**config.mk**
```make
export PLATFORM = sky130hd
export DESIGN_NAME = serial_nvm_slave
export DESIGN_NICKNAME = d
export VERILOG_FILES = /design/src/rtl/nvm_pkg.sv /design/src/rtl/nvm_bus_sync.sv /design/src/rtl/nvm_store.sv /design/src/rtl/nvm_bus_ctrl.sv /design/src/rtl/serial_nvm_slave.sv
export SDC_FILE = /design/constraint.sdc
export NUM_CORES = 2
export LEC_CHECK = 0
export BUFFER_PORTS_ARGS = -buffer_cell sky130_fd_sc_hd__clkbuf_2
export CORE_MARGIN = 2
export CORE_UTILIZATION = 45
export DETAILED_ROUTE_END_ITERATION = 7
export GPL_ROUTABILITY_DRIVEN = 0
export GPL_TIMING_DRIVEN = 0
export SLEW_MARGIN = 20
export SYNTH_ARGS = -nofsm -noshare
export SYNTH_HDL_FRONTEND = slang
export SYNTH_SLANG_ARGS = --single-unit
```
**constraint.sdc**
```tcl
create_clock -name clk -period 4.6 [get_ports clk]
set_input_delay 0.69 -clock clk [delete_from_list [all_inputs] [get_ports clk]]
set_output_delay 0.69 -clock clk [all_outputs]
set_load 0.1 [all_outputs]
```
**src/rtl/nvm_pkg.sv**
```systemverilog
package nvm_pkg;
  typedef enum logic [2:0] {
    ST_IDLE,
    ST_RX,
    ST_ACK,
    ST_TX,
    ST_MACK,
    ST_WAIT
  } bus_state_t;

  typedef enum logic [1:0] {
    BK_DEV,
    BK_WORD,
    BK_DATA
  } byte_kind_t;

  localparam int unsigned BYTE_BITS = 8;
endpackage

```
**src/rtl/nvm_bus_sync.sv**
```systemverilog
module nvm_bus_sync (
  input  logic clk,
  input  logic rst,
  input  logic scl_in,
  input  logic sda_in,
  output logic scl_s,
  output logic sda_s,
  output logic scl_rise,
  output logic scl_fall,
  output logic start_ev,
  output logic stop_ev
);
  localparam int LINES = 2;

  logic [LINES-1:0] raw;
  logic [LINES-1:0] meta;
  logic [LINES-1:0] now_v;
  logic [LINES-1:0] old_v;

  assign raw = {sda_in, scl_in};

  for (genvar g = 0; g < LINES; g++) begin : g_line
    always_ff @(posedge clk) begin
      if (rst) begin
        meta[g]  <= 1'b1;
        now_v[g] <= 1'b1;
        old_v[g] <= 1'b1;
      end else begin
        meta[g]  <= raw[g];
        now_v[g] <= meta[g];
        old_v[g] <= now_v[g];
      end
    end
  end

  assign scl_s    = now_v[0];
  assign sda_s    = now_v[1];
  assign scl_rise = now_v[0] & ~old_v[0];
  assign scl_fall = ~now_v[0] & old_v[0];
  assign start_ev = now_v[0] & old_v[0] & old_v[1] & ~now_v[1];
  assign stop_ev  = now_v[0] & old_v[0] & ~old_v[1] & now_v[1];
endmodule

```
**src/rtl/nvm_store.sv**
```systemverilog
module nvm_store #(
  parameter int ADDR_W    = 8,
  parameter int PAGE_W    = 4,
  parameter int WC_CYCLES = 500
) (
  input  logic                     clk,
  input  logic                     rst,
  input  logic                     bw_en,
  input  logic [PAGE_W-1:0]        bw_idx,
  input  logic [7:0]               bw_data,
  input  logic                     buf_clr,
  input  logic                     commit_go,
  input  logic [ADDR_W-PAGE_W-1:0] commit_base,
  input  logic [ADDR_W-1:0]        rd_addr,
  output logic [7:0]               rd_q,
  output logic                     busy
);
  localparam int NPG   = 1 << PAGE_W;
  localparam int DEPTH = 1 << ADDR_W;
  localparam int TW    = $clog2(WC_CYCLES + 1);
  localparam logic [TW-1:0] NPG_T   = TW'(NPG);
  localparam logic [TW-1:0] LAST_T  = TW'(WC_CYCLES - 1);

  logic [7:0] mem  [DEPTH];
  logic [7:0] pbuf [NPG];
  logic [NPG-1:0] vld;
  logic [TW-1:0] tmr;
  logic [ADDR_W-PAGE_W-1:0] base;
  logic [PAGE_W-1:0] walk;
  logic wr_now;

  assign walk   = tmr[PAGE_W-1:0];
  assign wr_now = busy && (tmr < NPG_T) && vld[walk];

  // page buffer: plain storage, no reset
  always_ff @(posedge clk) begin
    if (bw_en) pbuf[bw_idx] <= bw_data;
  end

  // array: one write port for the commit walker, one registered read port
  always_ff @(posedge clk) begin
    if (wr_now) mem[{base, walk}] <= pbuf[walk];
    rd_q <= mem[rd_addr];
  end

  always_ff @(posedge clk) begin
    if (rst) begin
      busy <= 1'b0;
      tmr  <= '0;
      vld  <= '0;
      base <= '0;
    end else if (commit_go && !busy) begin
      busy <= 1'b1;
      tmr  <= '0;
      base <= commit_base;
    end else if (busy) begin
      if (tmr == LAST_T) begin
        busy <= 1'b0;
        vld  <= '0;
      end else begin
        tmr <= tmr + 1'b1;
      end
    end else if (buf_clr) begin
      vld <= '0;
    end else if (bw_en) begin
      vld[bw_idx] <= 1'b1;
    end
  end
endmodule

```
**src/rtl/nvm_bus_ctrl.sv**
```systemverilog
module nvm_bus_ctrl
  import nvm_pkg::*;
#(
  parameter int ADDR_W = 8,
  parameter int PAGE_W = 4
) (
  input  logic                     clk,
  input  logic                     rst,
  input  logic                     sda_s,
  input  logic                     scl_rise,
  input  logic                     scl_fall,
  input  logic                     start_ev,
  input  logic                     stop_ev,
  input  logic [3:0]               dev_type,
  input  logic                     wp,
  input  logic                     inhibit,
  input  logic                     busy,
  input  logic [7:0]               rd_q,
  output logic                     sda_pull,
  output logic                     bw_en,
  output logic [PAGE_W-1:0]        bw_idx,
  output logic [7:0]               bw_data,
  output logic                     buf_clr,
  output logic                     commit_go,
  output logic [ADDR_W-PAGE_W-1:0] commit_base,
  output logic [ADDR_W-1:0]        rd_addr
);
  bus_state_t  st;
  byte_kind_t  kind;
  logic [3:0]  bit_cnt;
  logic [BYTE_BITS-1:0] sh;
  logic [ADDR_W-1:0] addr_cnt;
  logic is_read;
  logic pending;
  logic mack;

  logic bus_ok, byte_done, dev_ok, data_byte, wp_drop;

  assign bus_ok    = !inhibit && !stop_ev && !start_ev;
  assign byte_done = (st == ST_RX) && scl_fall && (bit_cnt == 4'd8);
  assign dev_ok    = (sh[7:4] == dev_type) && (sh[3:1] == 3'b000) && !busy;
  assign data_byte = bus_ok && byte_done && (kind == BK_DATA);
  assign bw_en     = data_byte && !wp;
  assign wp_drop   = data_byte && wp;
  assign bw_idx    = addr_cnt[PAGE_W-1:0];
  assign bw_data   = sh;
  assign commit_go = stop_ev && pending && !inhibit;
  assign commit_base = addr_cnt[ADDR_W-1:PAGE_W];
  assign buf_clr   = inhibit | start_ev | stop_ev | wp_drop;
  assign rd_addr   = addr_cnt;

  always_ff @(posedge clk) begin
    if (rst) begin
      st       <= ST_IDLE;
      kind     <= BK_DEV;
      bit_cnt  <= '0;
      sh       <= '0;
      addr_cnt <= '0;
      is_read  <= 1'b0;
      pending  <= 1'b0;
      mack     <= 1'b0;
      sda_pull <= 1'b0;
    end else if (inhibit) begin
      st       <= ST_IDLE;
      sda_pull <= 1'b0;
      pending  <= 1'b0;
    end else if (stop_ev) begin
      st       <= ST_IDLE;
      sda_pull <= 1'b0;
      pending  <= 1'b0;
    end else if (start_ev) begin
      st       <= ST_RX;
      kind     <= BK_DEV;
      bit_cnt  <= '0;
      sda_pull <= 1'b0;
      pending  <= 1'b0;
    end else begin
      unique case (st)
        ST_RX: begin
          if (scl_rise) begin
            sh      <= {sh[BYTE_BITS-2:0], sda_s};
            bit_cnt <= bit_cnt + 1'b1;
          end else if (byte_done) begin
            unique case (kind)
              BK_DEV: begin
                if (dev_ok) begin
                  sda_pull <= 1'b1;
                  is_read  <= sh[0];
                  st       <= ST_ACK;
                end else begin
                  st <= ST_WAIT;
                end
              end
              BK_WORD: begin
                sda_pull <= 1'b1;
                addr_cnt <= sh[ADDR_W-1:0];
                st       <= ST_ACK;
              end
              default: begin
                if (wp) begin
                  pending <= 1'b0;
                  st      <= ST_WAIT;
                end else begin
                  sda_pull <= 1'b1;
                  pending  <= 1'b1;
                  addr_cnt <= {addr_cnt[ADDR_W-1:PAGE_W], addr_cnt[PAGE_W-1:0] + 1'b1};
                  st       <= ST_ACK;
                end
              end
            endcase
          end
        end
        ST_ACK: begin
          if (scl_fall) begin
            bit_cnt <= '0;
            if (kind == BK_DEV && is_read) begin
              sh       <= rd_q;
              sda_pull <= ~rd_q[7];
              addr_cnt <= addr_cnt + 1'b1;
              st       <= ST_TX;
            end else begin
              sda_pull <= 1'b0;
              kind     <= (kind == BK_DEV) ? BK_WORD : BK_DATA;
              st       <= ST_RX;
            end
          end
        end
        ST_TX: begin
          if (scl_rise) begin
            bit_cnt <= bit_cnt + 1'b1;
          end else if (scl_fall) begin
            if (bit_cnt == 4'd8) begin
              sda_pull <= 1'b0;
              st       <= ST_MACK;
            end else begin
              sh       <= {sh[BYTE_BITS-2:0], 1'b0};
              sda_pull <= ~sh[BYTE_BITS-2];
            end
          end
        end
        ST_MACK: begin
          if (scl_rise) begin
            mack <= ~sda_s;
          end else if (scl_fall) begin
            bit_cnt <= '0;
            if (mack) begin
              sh       <= rd_q;
              sda_pull <= ~rd_q[7];
              addr_cnt <= addr_cnt + 1'b1;
              st       <= ST_TX;
            end else begin
              sda_pull <= 1'b0;
              st       <= ST_WAIT;
            end
          end
        end
        default: begin
          sda_pull <= 1'b0;
        end
      endcase
    end
  end
endmodule

```
**src/rtl/serial_nvm_slave.sv**
```systemverilog
module serial_nvm_slave #(
  parameter int ADDR_W    = 8,
  parameter int PAGE_W    = 4,
  parameter int WC_CYCLES = 500
) (
  input  logic       clk,
  input  logic       rst,
  input  logic       scl_in,
  input  logic       sda_in,
  output logic       sda_pull,
  input  logic       wp,
  input  logic       inhibit,
  input  logic [3:0] dev_type
);
  logic scl_s, sda_s, scl_rise, scl_fall, start_ev, stop_ev;
  logic bw_en, buf_clr, commit_go, busy;
  logic [PAGE_W-1:0] bw_idx;
  logic [7:0] bw_data, rd_q;
  logic [ADDR_W-PAGE_W-1:0] commit_base;
  logic [ADDR_W-1:0] rd_addr;

  nvm_bus_sync u_sync (
    .clk(clk), .rst(rst), .scl_in(scl_in), .sda_in(sda_in),
    .scl_s(scl_s), .sda_s(sda_s), .scl_rise(scl_rise), .scl_fall(scl_fall),
    .start_ev(start_ev), .stop_ev(stop_ev)
  );

  nvm_bus_ctrl #(.ADDR_W(ADDR_W), .PAGE_W(PAGE_W)) u_ctrl (
    .clk(clk), .rst(rst), .sda_s(sda_s), .scl_rise(scl_rise), .scl_fall(scl_fall),
    .start_ev(start_ev), .stop_ev(stop_ev), .dev_type(dev_type), .wp(wp),
    .inhibit(inhibit), .busy(busy), .rd_q(rd_q), .sda_pull(sda_pull),
    .bw_en(bw_en), .bw_idx(bw_idx), .bw_data(bw_data), .buf_clr(buf_clr),
    .commit_go(commit_go), .commit_base(commit_base), .rd_addr(rd_addr)
  );

  nvm_store #(.ADDR_W(ADDR_W), .PAGE_W(PAGE_W), .WC_CYCLES(WC_CYCLES)) u_store (
    .clk(clk), .rst(rst), .bw_en(bw_en), .bw_idx(bw_idx), .bw_data(bw_data),
    .buf_clr(buf_clr), .commit_go(commit_go), .commit_base(commit_base),
    .rd_addr(rd_addr), .rd_q(rd_q), .busy(busy)
  );
endmodule

```
==> impl_metrics.yaml <==
status:
  status: "finished, violations left"
  violations: "setup timing"
clock_network:
  clk_latency_ns: 0.91
  root_buffer: "clkbuf_16"
  cts_htree_levels: 4
  cts.sinks: 2253
  cts_buffer_depth: 3
  cts_tree: "built"
  cts_buffers: 222
  clk_pin_slew_ns: 0.06
place:
  io_buffers: 10
  hpwlAfterDp_mm: 215
  placed_area_sq_um: 92300
  pre_cts_ws_ns: -1.34
  placed_cells: 7088
run:
  maxCapViolations: 0
power:
  power_leakage_nw: 29.2
  p_sw_share_pct: 20.3
  p_switching_mw: 8.18
  fin_total_pwr_mw: 40.3
  ir_drop_mv: 0.463
  seqPwrFrac_pct: 54.9
  p_comb_share_pct: 0.1
  power_density_nw_per_um2: 404
  power_frac_clock_pct: 44.9
  internal-power_mw: 32.1
grt:
  grt_max_degree: 77
  grt.busiest_layer: "met2"
  antenna_found_initial: 31
  grt_pass1_wl_mm: 435
  grt_pass1_vias: 47400
  overflow: 0
  grt_util_met3_pct: 12.4
  globalRouteMet1Util_pct: 44.5
  grt_util_all_layers_pct: 33.3
  grt_use_met2_pct: 46.1
synthesis:
  post-synth-top-count-cell: "edfxtp_1"
  synthTopCellsByCount: "2176 x edfxtp_1, 495 x mux4_2, 402 x nor2_1"
  netlist_area_sq_um: 88100
  seq_area_frac_synth_pct: 76.0
  ys_ff_latch: 2253
  synthTopCellsByArea: "edfxtp_1 74%, mux4_2 13%, mux2i_1 2.2%, dfxtp_1 1.8%, nor2_1 1.7%"
  yosysTopAreaCellShare_pct: 74.2
  ys_warn_count: 0
  syn_avg_cell_area_sq_um: 19.9
  synth_ff_type: "edfxtp_1"
  synth_edf_count: 2176
  ys_types: 75
  synth_top_area_cell: "edfxtp_1"
  async_flop_share_pct: 0
  syn_inst: 4417
  syn_nets: 4437
detailed_routing:
  drt_iter0_markers: 10300
  wl_per_cell_um: 44.2
  ant_nets: 0
  route.vias.total: 51500
  drt_first_pass_iters: 6
  avgViaCountPerCell: 6.84
  drcViolationCount: 0
  wirelength_mm: 333
die:
  rows: 162
  core_area_sq_um: 195000
  die_h_um: 446
  io-pin-count: 11
  fp.dieArea_sq_um: 199000
  start_util_pct: 45.2
  fp.dieW_um: 446
critical_path:
  critPathKind: "register to register"
  end_kind: "register"
  critPathLaunchType: "register"
  r2r-start: "u_ctrl.rd_addr[2]"
  critPathMostFrequentCell: "buf_4"
  path_cells: "buf_2 > clkbuf_4 > buf_6 > buf_4 > buf_4 > mux2i_1 > o21ai_0 > a21oi_1 > o22ai_2"
  startpoint: "u_ctrl.rd_addr[2]"
  max_stage_delay_ns: 0.65
  critPathMaxFanout: 10
  crit_required_ns: 5.31
  cp_data_arrival_time_ns: 5.69
  critPathSlowestCell: "o21ai_0"
timing:
  setup_viol: 43
  period_minus_slack_ns: 4.97
  tightest_slew_ns: 1.34
  fmax_ghz: 0.201
  slew-limit-headroom_pct: 10.8
  finalWorstSetupSlack_ns: -0.373
  drv_slew: 0
  hold_viol_final: 0
  min_period_over_period_pct: 108
  hold_ws_ns: 0.221
  setup_tns_ns: -3.22
  fin_skew_ns: 0.0562
finish:
  utilization_pct: 51.2
  nFillCells: 15400
  nets: 4719
  stdcell_area_sq_um: 99800
  syn2layout_area_growth_pct: 13.4
  layoutNonFillerInstCount: 7531
  seq_area_sq_um: 66900
  multi_input_area_sq_um: 19900
  drive_gt1_share_pct: 23.0
worst_hold_path:
  min_path_type: "input pin to register"
  hold_path.startpoint: "wp"
-- flip-flops by register name, indices dropped and copies added, names as in the netlist, 2 cells and up, named ones only --
register        count
u_ctrl.bit_cnt      4
u_store.rd_q        8
u_store.mem      2048
u_store.vld        16
u_ctrl.kind         2
u_ctrl.rd_addr      8
u_store.tmr         9
u_ctrl.st           3
u_store.base        4
u_ctrl.bw_data      8
u_sync.meta         2
u_sync.old_v        2
u_store.pbuf      128
-- worst max-delay path, delay by kind of cell, from the launching register on --
family	cells	cell delay (ns)
AO/OA/AOI/OAI	3	1.45
multiplexers	1	0.20
flip-flops	1	0.64
buffers and inverters	5	2.41
-- power by group through the flow --
| stage | sequential (mW) | clock (mW) | combinational [mW] |
|---|---|---|---|
| global placement | 22.6 | 0 | 0.0456 |
| finish | 22.1 | 18.1 | 0.0485 |
| global route | 22.1 | 18.8 | 0.0520 |
| floorplan | 22.6 | 0 | 0.0284 |
| CTS | 22.1 | 18.0 | 0.0474 |
| detailed placement | 22.6 | 0 | 0.0462 |
-- routing by layer --
metal  share of wire [%]  routed length [um]
met3                  15               50200
met5               0.093                 311
met1                  36              119000
met2                  42              139000
met4                 7.4               24600
-- placed cells by master, fill, tap and decap left out, types with 19 or more instances in the layout --
master     count
clkbuf_1     119
mux2i_1      195
nand2_1      148
nand3_1       33
nor2_1       396
buf_4         70
a31oi_1       28
o22ai_1       59
clkinv_2      46
buf_2         77
clkbuf_16    224
clkinv_1      52
clkbuf_2      38
nand4_1       21
nor2b_1       19
o21ai_0       53
nor3_1        22
a21oi_1       43
o221ai_1      25
a22oi_1       37
buf_16        22
a211oi_1      38
mux4_2       487
edfxtp_1    2176
dfxtp_1       77
-- path summary, 6_finish.rpt --
| kind | end | slack, ns | cells after the start |
|---|---|---|---|
| hold reg to reg | u_sync.sda_s | 0.44 | 1 |
| setup reg to reg | u_store.rd_q[7] | -0.37 | 9 |
| setup / recovery | u_store.rd_q[7] | -0.37 | 9 |
| hold / removal | u_ctrl.pending | 0.22 | 4 |
-- repair_timing --
action	4_1_cts	5_1_grt
hold endpoints to repair	2	0
pin swaps	0	2
hold buffers	2	0
gates resized for setup	48	24
setup endpoints to repair	40	107
buffers inserted	2	7
-- logic make-up (layout without fill, tap and decap cells) --
| kind of cell | after synthesis | count (layout) | share of synthesized area [%] |
|---|---|---|---|
| xor+xnor | 16 | 16 | 0.159 |
| compound gates | 410 | 410 | 3.29 |
| simple gates | 743 | 743 | 3.77 |
| other cells | 0 | 14 | 0 |
| mux | 704 | 704 | 15.1 |
| buf+inv | 281 | 757 | 1.63 |
| fa+ha+maj | 10 | 10 | 0.142 |
| flops | 2253 | 2253 | 76.0 |
-- cell type report --
type	instances	share of cell area (%)
plain buffers	265	1.55
flip-flops and latches	2253	67.0
diodes	14	0.0351
repair buffers	58	1.05
clock buffers	284	5.89
inverters	16	0.0602
well taps	2624	3.29
multi-input cells	1883	19.9
clock inverters	134	1.23
Note: power is estimated with default switching activity, not from simulation.
